[src/rtl/mc_pkg.sv]
package mc_pkg;
    localparam int unsigned LANE_W = 8;
    localparam int unsigned SEED_W = 2 * LANE_W;
    localparam logic [LANE_W-1:0] LFSR_MASK = 8'hB8;
    localparam logic [SEED_W-1:0] SEED_FALLBACK = 16'hB5C3;
    localparam logic [LANE_W-1:0] LANE_SPREAD = 8'h3B;
    localparam logic [LANE_W-1:0] LANE_FALLBACK = 8'h5A;

    typedef enum logic [1:0] {
        PH_IDLE   = 2'd0,
        PH_DRIVE  = 2'd1,
        PH_SAMPLE = 2'd2
    } phase_e;

    function automatic logic [LANE_W-1:0] lfsr_next(input logic [LANE_W-1:0] s);
        logic [LANE_W-1:0] r;
        r = s >> 1;
        if (s[0]) r = r ^ LFSR_MASK;
        return r;
    endfunction

    function automatic logic [LANE_W-1:0] lane_start(input logic [LANE_W-1:0] b,
                                                     input int unsigned idx);
        logic [LANE_W-1:0] v;
        v = b ^ (LANE_SPREAD * LANE_W'(idx));
        if (v == '0) v = LANE_FALLBACK;
        return v;
    endfunction
endpackage

[src/rtl/mc_bias_lane.sv]
module mc_bias_lane
    import mc_pkg::*;
#(
    parameter int unsigned IDX = 0
) (
    input  logic              clk,
    input  logic              rst_n,
    input  logic              load_i,
    input  logic [SEED_W-1:0] seed_i,
    input  logic              step_smp_i,
    input  logic              step_wt_i,
    output logic              bit_o
);
    typedef struct packed {
        logic [LANE_W-1:0] smp;
        logic [LANE_W-1:0] wt;
    } lane_t;

    lane_t st_d, st_q;

    always_comb begin
        st_d = st_q;
        if (load_i) begin
            st_d.smp = lane_start(seed_i[LANE_W-1:0], IDX);
            st_d.wt  = lane_start(seed_i[SEED_W-1:LANE_W], IDX);
        end else begin
            if (step_smp_i) st_d.smp = lfsr_next(st_q.smp);
            if (step_wt_i)  st_d.wt  = lfsr_next(st_q.wt);
        end
    end

    always_ff @(posedge clk or negedge rst_n) begin
        if (!rst_n) begin
            st_q.smp <= LANE_W'(1);
            st_q.wt  <= LANE_W'(1);
        end else begin
            st_q <= st_d;
        end
    end

    assign bit_o = (st_q.smp < st_q.wt);

    // a generator in use never reaches the all-zero lock-up state
    p_lane_nonzero_r3: assert property (@(posedge clk) disable iff (!rst_n)
        (st_q.smp != '0) && (st_q.wt != '0));

    // a requested sample step always changes the sample state
    p_sample_moves_r3: assert property (@(posedge clk) disable iff (!rst_n)
        (step_smp_i && !load_i) |=> (st_q.smp != $past(st_q.smp)));

    // the weight only changes on a load or a re-draw
    p_weight_hold_r4: assert property (@(posedge clk) disable iff (!rst_n)
        (!load_i && !step_wt_i) |=> $stable(st_q.wt));
endmodule

[src/rtl/mc_miter.sv]
module mc_miter #(
    parameter int unsigned N_OUT = 2
) (
    input  logic [N_OUT-1:0] a_i,
    input  logic [N_OUT-1:0] b_i,
    output logic             diff_o
);
    logic [N_OUT-1:0] bit_diff;

    for (genvar g = 0; g < N_OUT; g++) begin : g_xor
        assign bit_diff[g] = a_i[g] ^ b_i[g];
    end

    assign diff_o = |bit_diff;
endmodule

[src/rtl/mc_run_ctrl.sv]
module mc_run_ctrl
    import mc_pkg::*;
#(
    parameter int unsigned N_IN     = 8,
    parameter int unsigned BUDGET_W = 16,
    parameter int unsigned REDRAW   = 4
) (
    input  logic                clk,
    input  logic                rst_n,
    input  logic                start_i,
    input  logic [BUDGET_W-1:0] budget_i,
    input  logic [SEED_W-1:0]   seed_i,
    input  logic [N_IN-1:0]     lane_bits_i,
    input  logic                diff_i,
    output logic                load_o,
    output logic [SEED_W-1:0]   eff_seed_o,
    output logic                step_smp_o,
    output logic                step_wt_o,
    output logic [N_IN-1:0]     cut_vec_o,
    output logic                busy_o,
    output logic                done_o,
    output logic                mismatch_o,
    output logic [N_IN-1:0]     fail_o,
    output logic [BUDGET_W-1:0] count_o
);
    localparam int unsigned RC_W = (REDRAW > 1) ? $clog2(REDRAW) : 1;
    localparam logic [RC_W-1:0] RC_LAST = RC_W'(REDRAW - 1);

    typedef struct packed {
        phase_e              ph;
        logic [BUDGET_W-1:0] bud;
        logic [BUDGET_W-1:0] cnt;
        logic [RC_W-1:0]     rc;
        logic [N_IN-1:0]     vec;
        logic [N_IN-1:0]     fail;
        logic                done;
        logic                mis;
    } ctl_t;

    ctl_t ctl_d, ctl_q;
    logic load_d, step_smp_d, step_wt_d;
    logic [BUDGET_W-1:0] cnt_inc;

    assign cnt_inc    = ctl_q.cnt + BUDGET_W'(1);
    assign eff_seed_o = (seed_i == '0) ? SEED_FALLBACK : seed_i;

    always_comb begin
        ctl_d      = ctl_q;
        load_d     = 1'b0;
        step_smp_d = 1'b0;
        step_wt_d  = 1'b0;
        case (ctl_q.ph)
            PH_IDLE: begin
                if (start_i) begin
                    load_d      = 1'b1;
                    ctl_d.bud   = budget_i;
                    ctl_d.cnt   = '0;
                    ctl_d.rc    = '0;
                    ctl_d.mis   = 1'b0;
                    ctl_d.fail  = '0;
                    if (budget_i == '0) begin
                        ctl_d.done = 1'b1;
                    end else begin
                        ctl_d.done = 1'b0;
                        ctl_d.ph   = PH_DRIVE;
                    end
                end
            end
            PH_DRIVE: begin
                ctl_d.vec  = lane_bits_i;
                step_smp_d = 1'b1;
                ctl_d.ph   = PH_SAMPLE;
            end
            PH_SAMPLE: begin
                ctl_d.cnt = cnt_inc;
                if (diff_i) begin
                    ctl_d.mis  = 1'b1;
                    ctl_d.fail = ctl_q.vec;
                    ctl_d.done = 1'b1;
                    ctl_d.ph   = PH_IDLE;
                end else if (cnt_inc == ctl_q.bud) begin
                    ctl_d.done = 1'b1;
                    ctl_d.ph   = PH_IDLE;
                end else begin
                    if (ctl_q.rc == RC_LAST) begin
                        step_wt_d = 1'b1;
                        ctl_d.rc  = '0;
                    end else begin
                        ctl_d.rc = ctl_q.rc + RC_W'(1);
                    end
                    ctl_d.ph = PH_DRIVE;
                end
            end
            default: ctl_d.ph = PH_IDLE;
        endcase
    end

    always_ff @(posedge clk or negedge rst_n) begin
        if (!rst_n) begin
            ctl_q.ph   <= PH_IDLE;
            ctl_q.bud  <= '0;
            ctl_q.cnt  <= '0;
            ctl_q.rc   <= '0;
            ctl_q.vec  <= '0;
            ctl_q.fail <= '0;
            ctl_q.done <= 1'b0;
            ctl_q.mis  <= 1'b0;
        end else begin
            ctl_q <= ctl_d;
        end
    end

    assign load_o     = load_d;
    assign step_smp_o = step_smp_d;
    assign step_wt_o  = step_wt_d;
    assign cut_vec_o  = ctl_q.vec;
    assign busy_o     = (ctl_q.ph != PH_IDLE);
    assign done_o     = ctl_q.done;
    assign mismatch_o = ctl_q.mis;
    assign fail_o     = ctl_q.fail;
    assign count_o    = ctl_q.cnt;

    // a finished run is never still running
    p_done_idle_r7: assert property (@(posedge clk) disable iff (!rst_n)
        done_o |-> !busy_o);

    // the vector count stays below the budget while running
    p_count_bound_r7: assert property (@(posedge clk) disable iff (!rst_n)
        busy_o |-> (ctl_q.cnt < ctl_q.bud));

    // a reported mismatch always comes with a finished run
    p_mis_done_r6: assert property (@(posedge clk) disable iff (!rst_n)
        mismatch_o |-> done_o);

    // the count grows by at most one per clock during a run
    p_count_step_r5: assert property (@(posedge clk) disable iff (!rst_n)
        busy_o |=> ((ctl_q.cnt == $past(ctl_q.cnt)) ||
                    (ctl_q.cnt == $past(ctl_q.cnt) + BUDGET_W'(1))));

    // the vector under test is held through its sampling edge
    p_vec_hold_r5: assert property (@(posedge clk) disable iff (!rst_n)
        (ctl_q.ph == PH_SAMPLE) |=> $stable(ctl_q.vec));

    // a start request during a run leaves the budget untouched
    p_budget_hold_r9: assert property (@(posedge clk) disable iff (!rst_n)
        busy_o |=> $stable(ctl_q.bud));

    // results hold while idle without a start
    p_result_hold_r10: assert property (@(posedge clk) disable iff (!rst_n)
        (!busy_o && !start_i) |=> ($stable(ctl_q.fail) && $stable(ctl_q.mis) &&
                                   $stable(ctl_q.cnt) && $stable(ctl_q.done)));
endmodule

[src/rtl/mc_equiv_tester.sv]
module mc_equiv_tester
    import mc_pkg::*;
#(
    parameter int unsigned N_IN     = 8,
    parameter int unsigned N_OUT    = 2,
    parameter int unsigned BUDGET_W = 16,
    parameter int unsigned REDRAW   = 4
) (
    input  logic                clk,
    input  logic                rst_n,
    input  logic                start,
    input  logic [BUDGET_W-1:0] budget,
    input  logic [SEED_W-1:0]   seed,
    output logic [N_IN-1:0]     cut_vec,
    input  logic [N_OUT-1:0]    cut_a_out,
    input  logic [N_OUT-1:0]    cut_b_out,
    output logic                busy,
    output logic                done,
    output logic                mismatch,
    output logic [N_IN-1:0]     fail_vector,
    output logic [BUDGET_W-1:0] vectors_applied
);
    logic [N_IN-1:0]   lane_bits;
    logic [SEED_W-1:0] eff_seed;
    logic              lane_load, step_smp, step_wt, miter_diff;

    mc_run_ctrl #(
        .N_IN     (N_IN),
        .BUDGET_W (BUDGET_W),
        .REDRAW   (REDRAW)
    ) u_ctrl (
        .clk         (clk),
        .rst_n       (rst_n),
        .start_i     (start),
        .budget_i    (budget),
        .seed_i      (seed),
        .lane_bits_i (lane_bits),
        .diff_i      (miter_diff),
        .load_o      (lane_load),
        .eff_seed_o  (eff_seed),
        .step_smp_o  (step_smp),
        .step_wt_o   (step_wt),
        .cut_vec_o   (cut_vec),
        .busy_o      (busy),
        .done_o      (done),
        .mismatch_o  (mismatch),
        .fail_o      (fail_vector),
        .count_o     (vectors_applied)
    );

    for (genvar g = 0; g < N_IN; g++) begin : g_lane
        mc_bias_lane #(.IDX(g)) u_lane (
            .clk        (clk),
            .rst_n      (rst_n),
            .load_i     (lane_load),
            .seed_i     (eff_seed),
            .step_smp_i (step_smp),
            .step_wt_i  (step_wt),
            .bit_o      (lane_bits[g])
        );
    end

    mc_miter #(.N_OUT(N_OUT)) u_miter (
        .a_i    (cut_a_out),
        .b_i    (cut_b_out),
        .diff_o (miter_diff)
    );
endmodule

[config.mk]
export PLATFORM = sky130hd
export DESIGN_NAME = mc_equiv_tester
export DESIGN_NICKNAME = d
export VERILOG_FILES = /design/src/rtl/mc_pkg.sv /design/src/rtl/mc_bias_lane.sv /design/src/rtl/mc_miter.sv /design/src/rtl/mc_run_ctrl.sv /design/src/rtl/mc_equiv_tester.sv
export SDC_FILE = /design/constraint.sdc
export NUM_CORES = 1
export LEC_CHECK = 0
export ABC_AREA = 1
export BUFFER_PORTS_ARGS = -buffer_cell sky130_fd_sc_hd__clkbuf_2
export CAP_MARGIN = 10
export CORE_MARGIN = 8
export CORE_UTILIZATION = 50
export CTS_BUF_LIST = sky130_fd_sc_hd__clkbuf_2
export DETAILED_ROUTE_END_ITERATION = 16
export HOLD_SLACK_MARGIN = 0.05
export PLACE_DENSITY = 0.68
export SYNTH_ARGS = -nofsm -noshare
export SYNTH_HDL_FRONTEND = slang
export SYNTH_SLANG_ARGS = --single-unit
[constraint.sdc]
create_clock -name clk -period 6 [get_ports clk]
set_clock_uncertainty 0.2 [all_clocks]
set_input_delay 1.2 -clock clk [delete_from_list [all_inputs] [get_ports clk]]
set_output_delay 1.2 -clock clk [all_outputs]
set_load 0.01 [all_outputs]
[Word-level counts from Yosys, hierarchy flattened]
Cells that the tools add are included.
Word-level totals
  flip-flop bits (word level): 182
  bits in latches: 0
  RAM bits: 0
  bits in read-only memories: 0
  bits of input ports: 39
  output and inout port bits: 35
  word-level logic and storage cells: 186
  memories: 0
Cells by class
  add/subtract/negate cells: 2
  multipliers: 0
  div/mod/pow operators: 0
  $lt $le $gt $ge: 8
  equal/unequal tests: 10
  shifts and indexed selects: 0
  mux-type cells: 80
  bitwise gates (word level): 32
  reduce and logical (&&, ||, !) cells: 30
Operators by type and width (number)
  2-to-1 mux 8 bit: 49
  2-to-1 mux 16 bit: 9
  logical NOT 8 bit: 16
  < comparator 8 bit: 8
  NOT 3 -> 4 bit: 16
  NOT 5 bit: 8
  2-to-1 mux 36 bit: 1
  case mux 18 bit (2 select lines): 1
  logical NOT 16 bit: 2
  case mux 10 bit (2 select lines): 1
  adder 16 x 1 -> 16 bit (second input constant): 1
  equality test 16 bit: 1
  NOT 4 bit: 4
  2-to-1 mux 1 bit: 12
  2-to-1 mux 10 bit: 1
  2-to-1 mux 2 bit: 5
  != test 2 bit (second input constant): 5
  nonzero test 2 bit: 4
  NOT 3 bit: 2
  case mux 2 bit (3 select lines): 1
  AND reduction 2 bit: 3
  AND reduction 3 bit: 2
  equality test 2 bit (second input constant): 2
  AND reduction 4 bit: 1
  6 further kinds: 7

[Depth between registers and ports, before layout]
  depth in word-level cells: 7
  gate-level depth with buffers: 18
  gate-level depth less buffers: 17

[Hierarchy]
Synthesis repeated with hierarchy kept, for this count alone.
Unflattened totals
  cells, all modules: 1730
  area total of the unflattened synthesis: 12343.1 um2
By module, submodules not included
  mc_run_ctrl: instances 1, cells each 448, area an instance 3284.4 um2, sequential area each 1351.3 um2
  mc_bias_lane (g_lane[5].u_lane): instances 1, cells each 158, area an instance 1188.6 um2, sequential area each 402.9 um2
  mc_bias_lane (g_lane[1].u_lane): instances 1, cells each 160, area an instance 1149.9 um2, sequential area each 402.9 um2
  mc_bias_lane (g_lane[2].u_lane): instances 1, cells each 161, area an instance 1143.6 um2, sequential area each 402.9 um2
  mc_bias_lane (g_lane[7].u_lane): instances 1, cells each 160, area an instance 1123.6 um2, sequential area each 402.9 um2
  mc_bias_lane (g_lane[0].u_lane): instances 1, cells each 159, area an instance 1117.3 um2, sequential area each 402.9 um2
  mc_bias_lane (g_lane[4].u_lane): instances 1, cells each 157, area an instance 1111.1 um2, sequential area each 402.9 um2
  mc_bias_lane (g_lane[3].u_lane): instances 1, cells each 160, area an instance 1108.6 um2, sequential area each 402.9 um2
  mc_bias_lane (g_lane[6].u_lane): instances 1, cells each 160, area an instance 1084.8 um2, sequential area each 402.9 um2
  mc_miter: instances 1, cells each 7, area an instance 31.3 um2, sequential area each 0.0 um2

[Least setup slack after synthesis]
Ideal clock, no wire load.
  kind: input -> register
  from: input seed[4]
  to: register g_lane[5].u_lane.st_q[1] (netlist name)
  library setup time: 0.066 ns
  data arrival time: 2.679 ns
  data required time: 5.734 ns
  path slack: 3.055 ns
  stages: 13
  path buffers: 1
  cell sequence: buf_2 -> nor2_1 -> nand2_1 -> nor2_1 -> nand2_1 -> inv_1 -> nor2_1 -> nor2_1 -> nor3b_1 -> nor2_1 -> nor2_1 -> nand3_2 -> nand2_1
On the way
  word-level cells in the longest chain between the ends: 6
Ends and longest elaborated chain
  start: declaration: line mc_equiv_tester.sv:13  | input logic [SEED_W-1:0] seed,
  logical NOT 16 bit *: line mc_run_ctrl.sv:45  | assign eff_seed_o = (seed_i == '0) ? SEED_FALLBACK : seed_i;
  2-to-1 mux 16 bit *: line mc_run_ctrl.sv:45
  NOT 4 bit (no line)
  logical NOT 8 bit: line mc_pkg.sv:26  | if (v == '0) v = LANE_FALLBACK;
  2-to-1 mux 8 bit *: line mc_pkg.sv:26
  2-to-1 mux 16 bit *: line mc_bias_lane.sv:23  | if (load_i) begin
  end signal: assignment: line mc_bias_lane.sv:37  | st_q <= st_d;
  end: declaration: line mc_bias_lane.sv:19  | lane_t st_d, st_q;
Every way passes the cells marked *; elsewhere a longest branch is shown, timed or not.
A chain may end at the register's enable or synchronous reset.

[Final worst setup path]
  from: register u_ctrl.ctl_q, in the netlist u_ctrl.count_o[1]
  to: register g_lane[7].u_lane.st_q[4] (netlist name)
On the way
  word-level cells in the longest chain between the ends: 6
Ends and longest elaborated chain
  start: declaration: line mc_run_ctrl.sv:40  | ctl_t ctl_d, ctl_q;
  start signal: assignment: line mc_run_ctrl.sv:109  | ctl_q <= ctl_d;
  adder 16 x 1 -> 16 bit: line mc_run_ctrl.sv:44  | assign cnt_inc = ctl_q.cnt + BUDGET_W'(1);
  equality test 16 bit: line mc_run_ctrl.sv:81  | end else if (cnt_inc == ctl_q.bud) begin
  2-to-1 mux 1 bit: line mc_run_ctrl.sv:81
  2-to-1 mux 1 bit: line mc_run_ctrl.sv:76  | if (diff_i) begin
  2-to-1 mux 1 bit: line mc_run_ctrl.sv:52  | case (ctl_q.ph)
  nonzero test 2 bit (no line)
  end signal: assignment: line mc_bias_lane.sv:37
  end: declaration: line mc_bias_lane.sv:19
No other way between the ends.

==> impl_metrics.ini <==
[critical_path]
critical_path.slowest_cell = nand2_4
crit_required_ns = 6.52
worstSetupPathType = flip-flop to flip-flop
crit_arrival_ns = 4.26
endpoint_kind = flip-flop
slowest_delay_ns = 0.78
path_max_fanout = 67
cp_cell_sequence = ha_1 > nand3_1 > nor2_2 > nand3_1 > nand2_1 > nand3_1 > nand2_1 > nand2_1 > nor2_1 > nand3_2 > nand2_4 > nand2_4 > nand2_4 > nand2_1 > nand2_1
crit_path_start_kind = flip-flop
critPathMostFrequentCell = nand2_1

[synthesis]
synth_cell_types = 46
yosysSeqAreaShare = 0.403
async_flop_share = 1.00
synth_edf_count = 0
yosys-top-cells-area = dfrtp_1 (37%), nand2_1 (12%), ha_1 (6.4%)
synth_commonest_cells = nand2_1 (370), inv_1 (168), dfrtp_1 (166), o21ai_0 (128), nand3_1 (111)
syn_nets = 1552
ys.flop_type = dfrtp_1
synth_area_leader_cell = dfrtp_1
yosysMostFrequentCell = nand2_1
syn_inst = 1455
avgSynthCellArea_um2 = 7.81
yosysWarnings = 0
synth_area_um2 = 11400
synth_seq_cells = 182
synth.top_cell.area_share = 0.366

[power_and_ir_drop]
power.density_nw_per_um2 = 485
total_leakage_power_nw = 5.88
irDropWorstVdd_mv = 0.228
total_power_w = 0.00574

[place]
post-dp-hpwl_um = 23100
portBuffers = 73
gp_congestion = 0.980
dp.cells = 1720

[global_routing]
grt_pass1_vias = 9614
grt_use_met3 = 0.0397
antenna_found_initial = 1
grtUsageMet2 = 0.386
met1_usage = 0.294
grtUsageTotal = 0.233
overflow = 0
grt_max_degree = 112
grt_pass1_wl_um = 52100
top_usage_layer = met2

[final_layout]
fin_nets = 1551
fin_cells = 1754
fin_util = 0.526
syn_to_final_growth_pct = 4.16
drive_above_1_share = 0.123

[timing]
fin_crit_sh = 0.623
max_freq_mhz = 268
finalSetupTns_ns = 0
drv_slew = 0
rsz0062_at_grt = false
hold_viol = 0
period_needed_ns = 3.74
max_slew_margin = 0.184
whs_ns = 0.165
worst_slew_pin_slew_ns = 1.21
setup_violations = 0

[routing]
antenna_left = 0
via_count = 10034
initialDrtViolationCount = 964
via_per_inst = 5.72
wirelength_um = 32400
dr.pass1.iters = 6
wl_per_cell_um = 18.5
post-route-drc-count = 0

[clock_tree]
clk_latency_ns = 0.77
path_clk_slew_ns = 0.28
cts_resized = 0
cts_tree = yes
cts_sinks = 182
cts-hold-fix-buffers = 0
cts_max_level = 4
cts-root-buf = clkbuf_2
postCtsSetupBuffers = 0
clockBufferDepth = 2
cts-buffers-inserted = 17

[job]
max_cap_violations = 0

[floorplanning]
top_level_ports = 74
die_w_um = 167
core_um2 = 22500
start_util = 0.505
rows = 55
die_area_um2 = 27800
die_h_um = 167

[run_status]
outcome = completed

[worst_hold_path]
holdCritPathClass = input port to async pin
-- sequential cells by signal, summed over array words and instances, names as in the netlist --
name and cells:
u_ctrl.mismatch_o 1, u_ctrl.ctl_q 20, g_lane.u_lane.st_q 128, u_ctrl.done_o 1
u_ctrl.fail_o 8, u_ctrl.count_o 16, u_ctrl.cut_vec_o 8
-- layout make-up --
cell class | instances | area [um2]
diodes | 2 | 5.00
clock buffers | 19 | 95.1
clock inverters | 13 | 146
fillers | 2201 | 10700
inverters | 171 | 643
multi-input cells | 1002 | 5570
flip-flops and latches | 182 | 4570
well taps | 285 | 357
repair buffers | 80 | 439
-- worst paths after layout --
kind                                                       from                                     to  slack (ns)  depth (start not counted)
min in group clk           g_lane[3].u_lane.st_q[3]$_DFFE_PN0P_   g_lane[3].u_lane.st_q[3]$_DFFE_PN0P_        0.31                          2
min                                                       rst_n         u_ctrl.count_o[14]$_DFFE_PN0P_        0.17                          1
max reg2reg                       u_ctrl.count_o[1]$_DFFE_PN0P_   g_lane[7].u_lane.st_q[4]$_DFFE_PN0P_        2.26                         15
min reg2reg                g_lane[3].u_lane.st_q[3]$_DFFE_PN0P_   g_lane[3].u_lane.st_q[3]$_DFFE_PN0P_        0.31                          2
max                               u_ctrl.count_o[1]$_DFFE_PN0P_   g_lane[7].u_lane.st_q[4]$_DFFE_PN0P_        2.26                         15
max in group asynchronous                                 rst_n  g_lane[2].u_lane.st_q[14]$_DFFE_PN0P_        4.38                          2
-- stage by stage --
stage / setup WS, ns / area (um2)
after floorplan: 3.05 / 11400
after global placement: 2.19 / 11600
after detailed placement: 2.04 / 11600
after CTS: 2.27 / 11800
after global routing: 1.97 / 11800
final: 2.26 / 11800
-- critical path, delay by kind of cell, from the launching register on --
| kind | cells | cell delay (ns) |
|---|---|---|
| adders and majority gates | 1 | 0.26 |
| DFF | 1 | 0.49 |
| and+or+nand+nor | 14 | 2.66 |
-- report_power, final --
group / leakage [nW] / internal (W) / switching [W] / total, W
clock network: 0.145 / 0.000200 / 0.000468 / 0.000668
logic: 3.47 / 0.00105 / 0.00174 / 0.00278
registers: 2.27 / 0.00179 / 0.000498 / 0.00229
-- logic make-up after synthesis --
| family | Yosys count | synth area share |
|---|---|---|
| buffers and inverters | 271 | 0.108 |
| xor gates and xnor gates | 35 | 0.0270 |
| DFF | 182 | 0.403 |
| AOI/OAI and AO/OA | 271 | 0.144 |
| adders and majority gates | 58 | 0.0639 |
| and+or+nand+nor | 638 | 0.254 |
-- per-layer routing --
metal / routed length, um / share of wire
met5: 0 / 0
met3: 1930 / 0.060
met1: 13700 / 0.42
met4: 1390 / 0.043
met2: 15300 / 0.47
-- cells in the final DEF (no fill, tap or decap), types with 5 or more instances in the layout --
master / netlist / layout
nand2_1: 370 / 369
inv_1: 168 / 168
dfrtp_1: 166 / 166
o21ai_0: 128 / 128
nand3_1: 111 / 111
clkbuf_2: 0 / 91
nor2_1: 67 / 66
ha_1: 58 / 58
a21oi_1: 39 / 39
nand3_2: 28 / 28
o211ai_1: 23 / 23
nand4_1: 21 / 21
a22oi_1: 21 / 21
xor2_1: 19 / 19
o221ai_1: 17 / 17
xnor2_1: 16 / 16
dfstp_2: 16 / 16
o22ai_1: 12 / 12
nor3_1: 10 / 10
nand3b_1: 6 / 6
buf_4: 32 / 6
nor2_2: 5 / 5
nand2_2: 5 / 5
nor4_1: 5 / 5
a32oi_1: 5 / 5
o31ai_1: 5 / 5
No activity file was read; power rests on OpenSTA's default activity.
